File: config.mk
export PLATFORM = sky130hd
export DESIGN_NAME = spi_sclk_divider
export DESIGN_NICKNAME = d
export VERILOG_FILES = /design/src/rtl/spi_sclk_div_pkg.sv /design/src/rtl/sdiv_cfg_hold.sv /design/src/rtl/sdiv_term.sv /design/src/rtl/sdiv_phase.sv /design/src/rtl/spi_sclk_divider.sv
export SDC_FILE = /design/constraint.sdc
export NUM_CORES = 1
export LEC_CHECK = 0
export BUFFER_PORTS_ARGS = -buffer_cell sky130_fd_sc_hd__buf_4
export CELL_PAD_IN_SITES_DETAIL_PLACEMENT = 1
export CELL_PAD_IN_SITES_GLOBAL_PLACEMENT = 1
export CORE_UTILIZATION = 45
export CTS_CLUSTER_DIAMETER = 120
export DETAILED_ROUTE_END_ITERATION = 7
export PLACE_DENSITY = 0.91
export SETUP_SLACK_MARGIN = 0.02
export SLEW_MARGIN = 10
export SYNTH_ARGS = -nofsm -noshare
export SYNTH_HDL_FRONTEND = slang
export SYNTH_SLANG_ARGS = --single-unit
File: constraint.sdc
create_clock -name clk -period 7 [get_ports clk]
set_clock_uncertainty 0.2 [all_clocks]
set_input_delay 1.4 -clock clk [delete_from_list [all_inputs] [get_ports clk]]
set_output_delay 1.4 -clock clk [all_outputs]
set_load 0.05 [all_outputs]
File: src/rtl/spi_sclk_div_pkg.sv
package spi_sclk_div_pkg;

  // Law selector encoding shared by the blocks and the checker.
  typedef enum logic {
    LAW_POW = 1'b0,
    LAW_LIN = 1'b1
  } div_law_e;

  localparam int DEF_LIN_W = 8;
  localparam int DEF_EXP_W = 4;

  // Counter width needed to hold the largest terminal count 2^(2^EXP_W - 1) - 1.
  function automatic int cnt_width(input int exp_w);
    return (1 << exp_w) - 1;
  endfunction

endpackage

File: src/rtl/sdiv_cfg_hold.sv
module sdiv_cfg_hold
  import spi_sclk_div_pkg::*;
#(
  parameter int LIN_W = DEF_LIN_W,
  parameter int EXP_W = DEF_EXP_W
) (
  input  logic             clk,
  input  logic             rst_n,
  input  logic             run,
  input  logic             law_in,
  input  logic [LIN_W-1:0] lin_in,
  input  logic [EXP_W-1:0] exp_in,
  output div_law_e         law_q,
  output logic [LIN_W-1:0] lin_q,
  output logic [EXP_W-1:0] exp_q
);

  logic cap_en;

  // Shadows follow the inputs only while the divider is idle.
  always_comb begin
    cap_en = ~run;
  end

  always_ff @(posedge clk or negedge rst_n) begin
    if (!rst_n) begin
      law_q <= LAW_POW;
      lin_q <= '0;
      exp_q <= '0;
    end else if (cap_en) begin
      law_q <= div_law_e'(law_in);
      lin_q <= lin_in;
      exp_q <= exp_in;
    end
  end

endmodule

File: src/rtl/sdiv_term.sv
module sdiv_term
  import spi_sclk_div_pkg::*;
#(
  parameter int LIN_W = DEF_LIN_W,
  parameter int EXP_W = DEF_EXP_W,
  localparam int CNT_W = cnt_width(EXP_W)
) (
  input  div_law_e         law,
  input  logic [LIN_W-1:0] lin_m,
  input  logic [EXP_W-1:0] pow_n,
  output logic [CNT_W-1:0] term
);

  logic [CNT_W-1:0] pow_term;
  logic [CNT_W-1:0] lin_term;

  // Power-of-two terminal count 2^n - 1: a mask of n ones from the bottom.
  for (genvar i = 0; i < CNT_W; i++) begin : g_pow_mask
    assign pow_term[i] = (EXP_W'(i) < pow_n);
  end

  assign lin_term = {{(CNT_W-LIN_W){1'b0}}, lin_m};

  always_comb begin
    term = (law == LAW_LIN) ? lin_term : pow_term;
  end

endmodule

File: src/rtl/sdiv_phase.sv
module sdiv_phase #(
  parameter int CNT_W = 15
) (
  input  logic             clk,
  input  logic             rst_n,
  input  logic             run,
  input  logic [CNT_W-1:0] term,
  output logic             sclk,
  output logic             tick,
  output logic             lead,
  output logic             trail
);

  logic [CNT_W-1:0] cnt_q, cnt_d;
  logic             sclk_q, sclk_d;
  logic             at_end;

  always_comb begin
    at_end = (cnt_q == term);
    cnt_d  = cnt_q;
    sclk_d = sclk_q;
    if (!run) begin
      cnt_d  = '0;
      sclk_d = 1'b0;
    end else if (at_end) begin
      cnt_d  = '0;
      sclk_d = ~sclk_q;
    end else begin
      cnt_d  = cnt_q + CNT_W'(1);
    end
  end

  always_ff @(posedge clk or negedge rst_n) begin
    if (!rst_n) begin
      cnt_q  <= '0;
      sclk_q <= 1'b0;
    end else begin
      cnt_q  <= cnt_d;
      sclk_q <= sclk_d;
    end
  end

  assign tick  = run & at_end;
  assign lead  = tick & ~sclk_q;
  assign trail = tick & sclk_q;
  assign sclk  = sclk_q;

endmodule

File: src/rtl/spi_sclk_divider.sv
module spi_sclk_divider
  import spi_sclk_div_pkg::*;
#(
  parameter int LIN_W = DEF_LIN_W,
  parameter int EXP_W = DEF_EXP_W
) (
  input  logic             clk,
  input  logic             rst_n,
  input  logic             run,
  input  logic             law_lin,
  input  logic [LIN_W-1:0] lin_m,
  input  logic [EXP_W-1:0] pow_n,
  output logic             sclk,
  output logic             half_tick,
  output logic             lead_tick,
  output logic             trail_tick
);

  localparam int CNT_W = cnt_width(EXP_W);

  div_law_e         sh_law;
  logic [LIN_W-1:0] sh_lin;
  logic [EXP_W-1:0] sh_exp;
  logic [CNT_W-1:0] term;

  sdiv_cfg_hold #(.LIN_W(LIN_W), .EXP_W(EXP_W)) u_hold (
    .clk    (clk),
    .rst_n  (rst_n),
    .run    (run),
    .law_in (law_lin),
    .lin_in (lin_m),
    .exp_in (pow_n),
    .law_q  (sh_law),
    .lin_q  (sh_lin),
    .exp_q  (sh_exp)
  );

  sdiv_term #(.LIN_W(LIN_W), .EXP_W(EXP_W)) u_term (
    .law   (sh_law),
    .lin_m (sh_lin),
    .pow_n (sh_exp),
    .term  (term)
  );

  sdiv_phase #(.CNT_W(CNT_W)) u_phase (
    .clk   (clk),
    .rst_n (rst_n),
    .run   (run),
    .term  (term),
    .sclk  (sclk),
    .tick  (half_tick),
    .lead  (lead_tick),
    .trail (trail_tick)
  );

endmodule

# Yosys cells after proc, flatten, opt, wreduce, memory -nomap -nowiden
# Cells that the tools add are included.
dict set report op_classes {
  n_addsub 1
  n_lt_le_gt_ge 15
  eq_ne 2
  mux 5
  bitwise_logic 4
}
# op n
set ops {}
lappend ops {{two-way mux 15 bit} 3}
lappend ops {{< comparator 4 bit, first input constant} 7}
lappend ops {{< comparator 3 x 4 -> 1 bit, first input constant} 4}
lappend ops {{adder 15 x 1 -> 15 bit, second input constant} 1}
lappend ops {{equality test 15 bit} 1}
lappend ops {{< comparator 1 x 4 -> 1 bit, first input constant} 2}
lappend ops {{< comparator 2 x 4 -> 1 bit, first input constant} 2}
lappend ops {{bitwise AND 1 bit} 3}
lappend ops {{two-way mux 1 bit} 2}
lappend ops {{inequality test 2 x 1 -> 1 bit, second input constant} 1}
lappend ops {{inverter 1 bit} 1}
dict set report totals {
  ff_bits 29
  in_bits 16
  out_inout_bits 4
  wordCells 32
}

# Longest topological paths before layout
dict set report depth {
  word_depth 5
  ltp_mapped 9
  ltp_nobuf 7
}

# Cells and area by module
# Synthesis repeated with hierarchy kept, for this count alone.
dict set report unflattened {
  hier_cells 161
  hier_area_um2 1654.1
}
# mod instances cells_per_inst area_each_um2 seq_area_each_um2
set by_module_without_submodules {}
lappend by_module_without_submodules {sdiv_phase 1 93 933.4 400.4}
lappend by_module_without_submodules {sdiv_cfg_hold 1 27 520.5 325.3}
lappend by_module_without_submodules {sdiv_term 1 41 200.2 0.0}

# Worst setup path before layout
# Ideal clock, no wire load.
dict set report synth_path {
  path_kind {input to output}
  startpoint {input run}
  endpoint {output lead_tick}
  arrival_ns 3.314
  required_ns 5.400
  slack_ns 2.086
  path_stages 3
  path_buffers 1
  cell_sequence {clkbuf_1 nand2b_1 nor4_1}
}
dict set report synth_via {
  elab_chain_cells 2
}
# element line
set synth_rtl {}
lappend synth_rtl {{start, declared} spi_sclk_divider.sv:9} ;# input logic run,
lappend synth_rtl {{bitwise AND 1 bit} sdiv_phase.sv:43} ;# assign tick = run & at_end;
lappend synth_rtl {{bitwise AND 1 bit} sdiv_phase.sv:44} ;# assign lead = tick & ~sclk_q;
lappend synth_rtl {{end, declared} spi_sclk_divider.sv:15} ;# output logic lead_tick,
# No other way between the ends.

# Final worst setup path
dict set report layout_path {
  startpoint {register u_hold.exp_q[2]}
  endpoint {output trail_tick}
}
dict set report layout_via {
  elab_chain_cells 5
  elab_cells_between_ends 19
  classes_between {15 x order compare; 1 x eq/ne; 1 x mux; 2 x bitwise}
}
# element line
set layout_rtl {}
lappend layout_rtl {{start, declared} sdiv_cfg_hold.sv:15} ;# output logic [EXP_W-1:0] exp_q
lappend layout_rtl {{start signal, assigned} sdiv_cfg_hold.sv:33} ;# exp_q <= exp_in;
lappend layout_rtl {{< comparator 1 x 4 -> 1 bit (tied with other cells)} sdiv_term.sv:19} ;# assign pow_term[i] = (EXP_W'(i) < pow_n);
lappend layout_rtl {{two-way mux 15 bit (*)} sdiv_term.sv:25} ;# term = (law == LAW_LIN) ? lin_term : pow_term;
lappend layout_rtl {{equality test 15 bit (*)} sdiv_phase.sv:19} ;# at_end = (cnt_q == term);
lappend layout_rtl {{bitwise AND 1 bit (*)} sdiv_phase.sv:43}
lappend layout_rtl {{bitwise AND 1 bit (*)} sdiv_phase.sv:45} ;# assign trail = tick & sclk_q;
lappend layout_rtl {{end, declared} spi_sclk_divider.sv:16} ;# output logic trail_tick
# Mark *: on every way between the ends. The rest lies on a longest branch, timed or not.

==> summary.md <==
| Metric | Value |
|---|---|
| Met1 GRT Util | 0.292 |
| Post-synthesis sequential area ratio | 0.426 |
| Worst min-delay path endpoint | u_hold.lin_q[2] |
| Count of hold-fix buffers inserted at cts | 0 |
| Worst flop-to-flop path startpoint | u_hold.exp_q[2] |
| Most utilized layer in the global route result | met2 |
| Antenna Cells | 0 |
| Data arrival time of the critical path | 2.85 ns |
| Type of the most critical hold path | register to register |
| Maximum net fanout on the critical path | 19 |
| Net count, final | 207 |
| Insertion delay of the later-clocked pin in the worst-skew pair | 0.29 ns |
| DPL Wire Length | 3050 µm |
| CTS H-Tree Depth | 2 |
| Number of synthesized register bits | 29 |
| Worst reg2reg path endpoint | u_phase.cnt_q[4] |
| Post-synthesis cell area | 1700 µm² |
| Routed vias | 1365 |
| Max-cap violations | 0 |
| Worst Hold Depth | 1 |
| Number of primary I/O pins | 20 |
| CORE AREA | 3470 µm² |
| Largest net degree at the start of global routing | 30 |
| Average detailed-routed wire length per instance | 17.9 µm |
| Final period utilization | 0.635 |
| Total number of clock tree sinks | 29 |
| Endpoints failing setup | 0 |
| Count of placed standard cells in the final layout, fillers left out | 237 |
| Critical-path cell list | or4_1, mux2i_1, xor2_1, nand4_2, nor3_1, and3_1, buf_4 |
| Cell type with the highest aggregate area in the netlist | sky130_fd_sc_hd__dfrtp_1 |
| Gate count of the mapped netlist | 176 |
| Starting Density | 0.491 |
| Most common library cell in the layout ignoring fill and taps | sky130_fd_sc_hd__dfrtp_1 |
| Final ANT Viol Nets | 0 |
| Filler instances | 398 |
| Fraction of synthesized cell area taken by the top area cell type | 0.426 |
| Net count after synthesis | 193 |
| Final Critical Period | 4.45 ns |
| Clk pin slew, worst setup/hold paths | 0.06 ns |
| Buffers inserted during post-CTS setup optimization | 0 |
| Root buffer cell | sky130_fd_sc_hd__clkbuf_8 |
| Final hold violations | 0 |
| DR DRC count | 0 |
| First-pass GRT wire length | 7310 µm |
| Fraction of the core area covered by cells at the end of the flow | 0.559 |
| Post-Syn Area per Cell | 9.68 µm² |
| VDD IR max | 0.135 mV |
| Setup CP Type | register to output pin |
| Number of warnings printed during yosys synthesis | 0 |
| Post-layout power | 405 µW |
| Kind of cell adding the most delay to the critical path | simple AND/OR/NAND/NOR gates |
| Total placed cells including tap cells | 229 |
| Result of the run | completed |
| Crit-path slowest cell | sky130_fd_sc_hd__or4_1 |
| Delay of the slowest critical-path stage | 0.62 ns |
| Horizontal extent of the die | 63.5 µm |
| RSZ-0062 raised after global routing | false |
| Worst setup slack before clock tree synthesis | 2.88 ns |
| Number of buffers and inverters on the critical path | 1 |
| Reg-to-reg slack, setup | 4.06 ns |
| Cell depth of the worst flop-to-flop path | 6 |
| Last weighted congestion value of the routability-driven placer | 0.897 |
| Final worst slack | 2.55 ns |
| Count of buffers from port buffering | 19 |
| Grt total ovfl | 0 |
| Die Ht | 63.5 µm |
| Overall routing resource usage | 0.241 |
| Post-route design area | 1940 µm² |
| Wire length after detailed routing | 4250 µm |
| Fraction of final layout cells with drive strength greater than 1 | 0.225 |
| Vias per cell | 5.76 |
| Maximum clock rate | 225 MHz |
| Number of buffers between clock root and the deepest sink | 2 |
| Fraction of registers with async set or reset after synthesis | 1.00 |
| First DRT Iteration DRCs | 78 |
| Post-synth EDFFs | 0 |
| Number of unique standard cell types used by synthesis | 39 |
| Worst-Margin Slew | 0.700 ns |
| Post-Place Cell Area | 1840 µm² |
| Leak | 0.857 nW |
| Endpoint required time on the critical path | 5.40 ns |
| Synth Flop Type | sky130_fd_sc_hd__dfrtp_1 |
| Most frequent cells in the layout | 29 x sky130_fd_sc_hd__dfrtp_1, 23 x sky130_fd_sc_hd__nor2_1, 19 x sky130_fd_sc_hd__buf_4, 13 x sky130_fd_sc_hd__mux2_2, 11 x sky130_fd_sc_hd__xnor2_1 |
| Placement Rows | 21 |
| Startpoint of the worst hold path | u_hold.lin_q[2] |
| Global-route track usage on met3 | 0.0725 |
| Setup_tns | 0 ns |
| Final hold slack | 0.335 ns |
| Initial DRT Pass Iterations | 4 |
| Area growth from synthesis to layout | 13.8% |
| Number of global-route vias before repair | 1468 |
| Kind of end point of the critical path | output pin |
| Largest cells by area after synthesis | sky130_fd_sc_hd__dfrtp_1 43%, sky130_fd_sc_hd__mux2_2 8.6%, sky130_fd_sc_hd__xnor2_1 5.7%, sky130_fd_sc_hd__xor2_1 5.1%, sky130_fd_sc_hd__nor2_1 5.1% |
| Worst setup SP type | register |
| Total Die Area | 4040 µm² |
| Power Dens Cells | 209 nW/µm² |
| Final slew viol count | 0 |
| Worst-case headroom to the max-slew limit | 0.534 |
| TritonCTS buffer count | 5 |
| CTS tree | yes |
| Global-route met2 utilization | 0.399 |
| Number of gates given a new drive strength after cts | 0 |
| Initial antenna violation count | 0 |
[registers in the layout (all words and copies together), names as in the netlist]
name,flops
u_hold.exp_q,4
u_hold.law_q,1
u_hold.lin_q,8
u_phase.cnt_q,15
u_phase.sclk,1
[worst max-delay path by stage]
stage                     slack (ns)  cells after the start         end       startpoint
after floorplan                 2.09                      3   lead_tick              run
after global placement          3.11                      7  trail_tick  u_hold.exp_q[2]
after detailed placement        2.88                      7  trail_tick  u_hold.exp_q[2]
after CTS                       2.57                      7  trail_tick  u_hold.exp_q[2]
after global routing            2.36                      7  trail_tick  u_hold.exp_q[2]
final                           2.55                      7  trail_tick  u_hold.exp_q[2]
[cells in the mapped netlist (2+ instances only)]
cell type                   n
sky130_fd_sc_hd__nand3_1    7
sky130_fd_sc_hd__a21oi_1    8
sky130_fd_sc_hd__mux2i_1    2
sky130_fd_sc_hd__buf_6      2
sky130_fd_sc_hd__nor2b_1    5
sky130_fd_sc_hd__xor2_1    10
sky130_fd_sc_hd__o211a_1    2
sky130_fd_sc_hd__xnor2_1   11
sky130_fd_sc_hd__mux2_2    13
sky130_fd_sc_hd__dfrtp_1   29
sky130_fd_sc_hd__clkbuf_1   5
sky130_fd_sc_hd__a211oi_1   2
sky130_fd_sc_hd__nand2_1    7
sky130_fd_sc_hd__nand4_1    2
sky130_fd_sc_hd__inv_1      6
sky130_fd_sc_hd__and3_1     5
sky130_fd_sc_hd__nor3_1     4
sky130_fd_sc_hd__nor2_1    23
sky130_fd_sc_hd__buf_2      5
sky130_fd_sc_hd__nor4_1     2
sky130_fd_sc_hd__o21ai_0    7
sky130_fd_sc_hd__or4_1      2
[report_power, final]
group / switching [mW] / total [mW] / leakage (nW) / internal, mW
Sequential: 0.0187 / 0.195 / 0.373 / 0.176
Combinational: 0.0284 / 0.0568 / 0.430 / 0.0284
Clock: 0.0641 / 0.153 / 0.0542 / 0.0886
Total: 0.111 / 0.405 / 0.857 / 0.294
[area by class of cell]
class / count / area, µm² / share of cell area
multi-input cells: 129 / 890 / 0.459
flip-flops and latches: 29 / 726 / 0.374
repair buffers: 19 / 143 / 0.0735
clock buffers: 7 / 96.3 / 0.0497
well taps: 46 / 57.6 / 0.0297
inverters: 6 / 22.5 / 0.0116
clock inverters: 1 / 5.00 / 0.00258
[worst register-to-register path: stages (launching register included)]
cell and delay (ns):
sky130_fd_sc_hd__dfrtp_1 0.59, sky130_fd_sc_hd__or4_1 0.62, sky130_fd_sc_hd__mux2i_1 0.18, sky130_fd_sc_hd__xor2_1 0.20, sky130_fd_sc_hd__nand4_2 0.19, sky130_fd_sc_hd__o31ai_4 0.70, sky130_fd_sc_hd__nor2_1 0.12
[logic make-up (layout without fill, tap and decap cells)]
kind of cell	count (synthesis)	after routing	share of synthesized area
mux	15	15	0.0977
compound gates	27	27	0.114
buf+inv	18	33	0.0521
simple gates	65	65	0.195
flops	29	29	0.426
xor+xnor	21	21	0.108
fa+ha+maj	1	1	0.00734
[layer usage]
| metal | routed length [µm] | part of all wire |
|---|---|---|
| met1 | 1840 | 0.43 |
| met3 | 142 | 0.033 |
| met2 | 2170 | 0.51 |
| met5 | 0 | 0 |
| met4 | 101 | 0.024 |
Note: power is estimated with default switching activity, not from simulation.
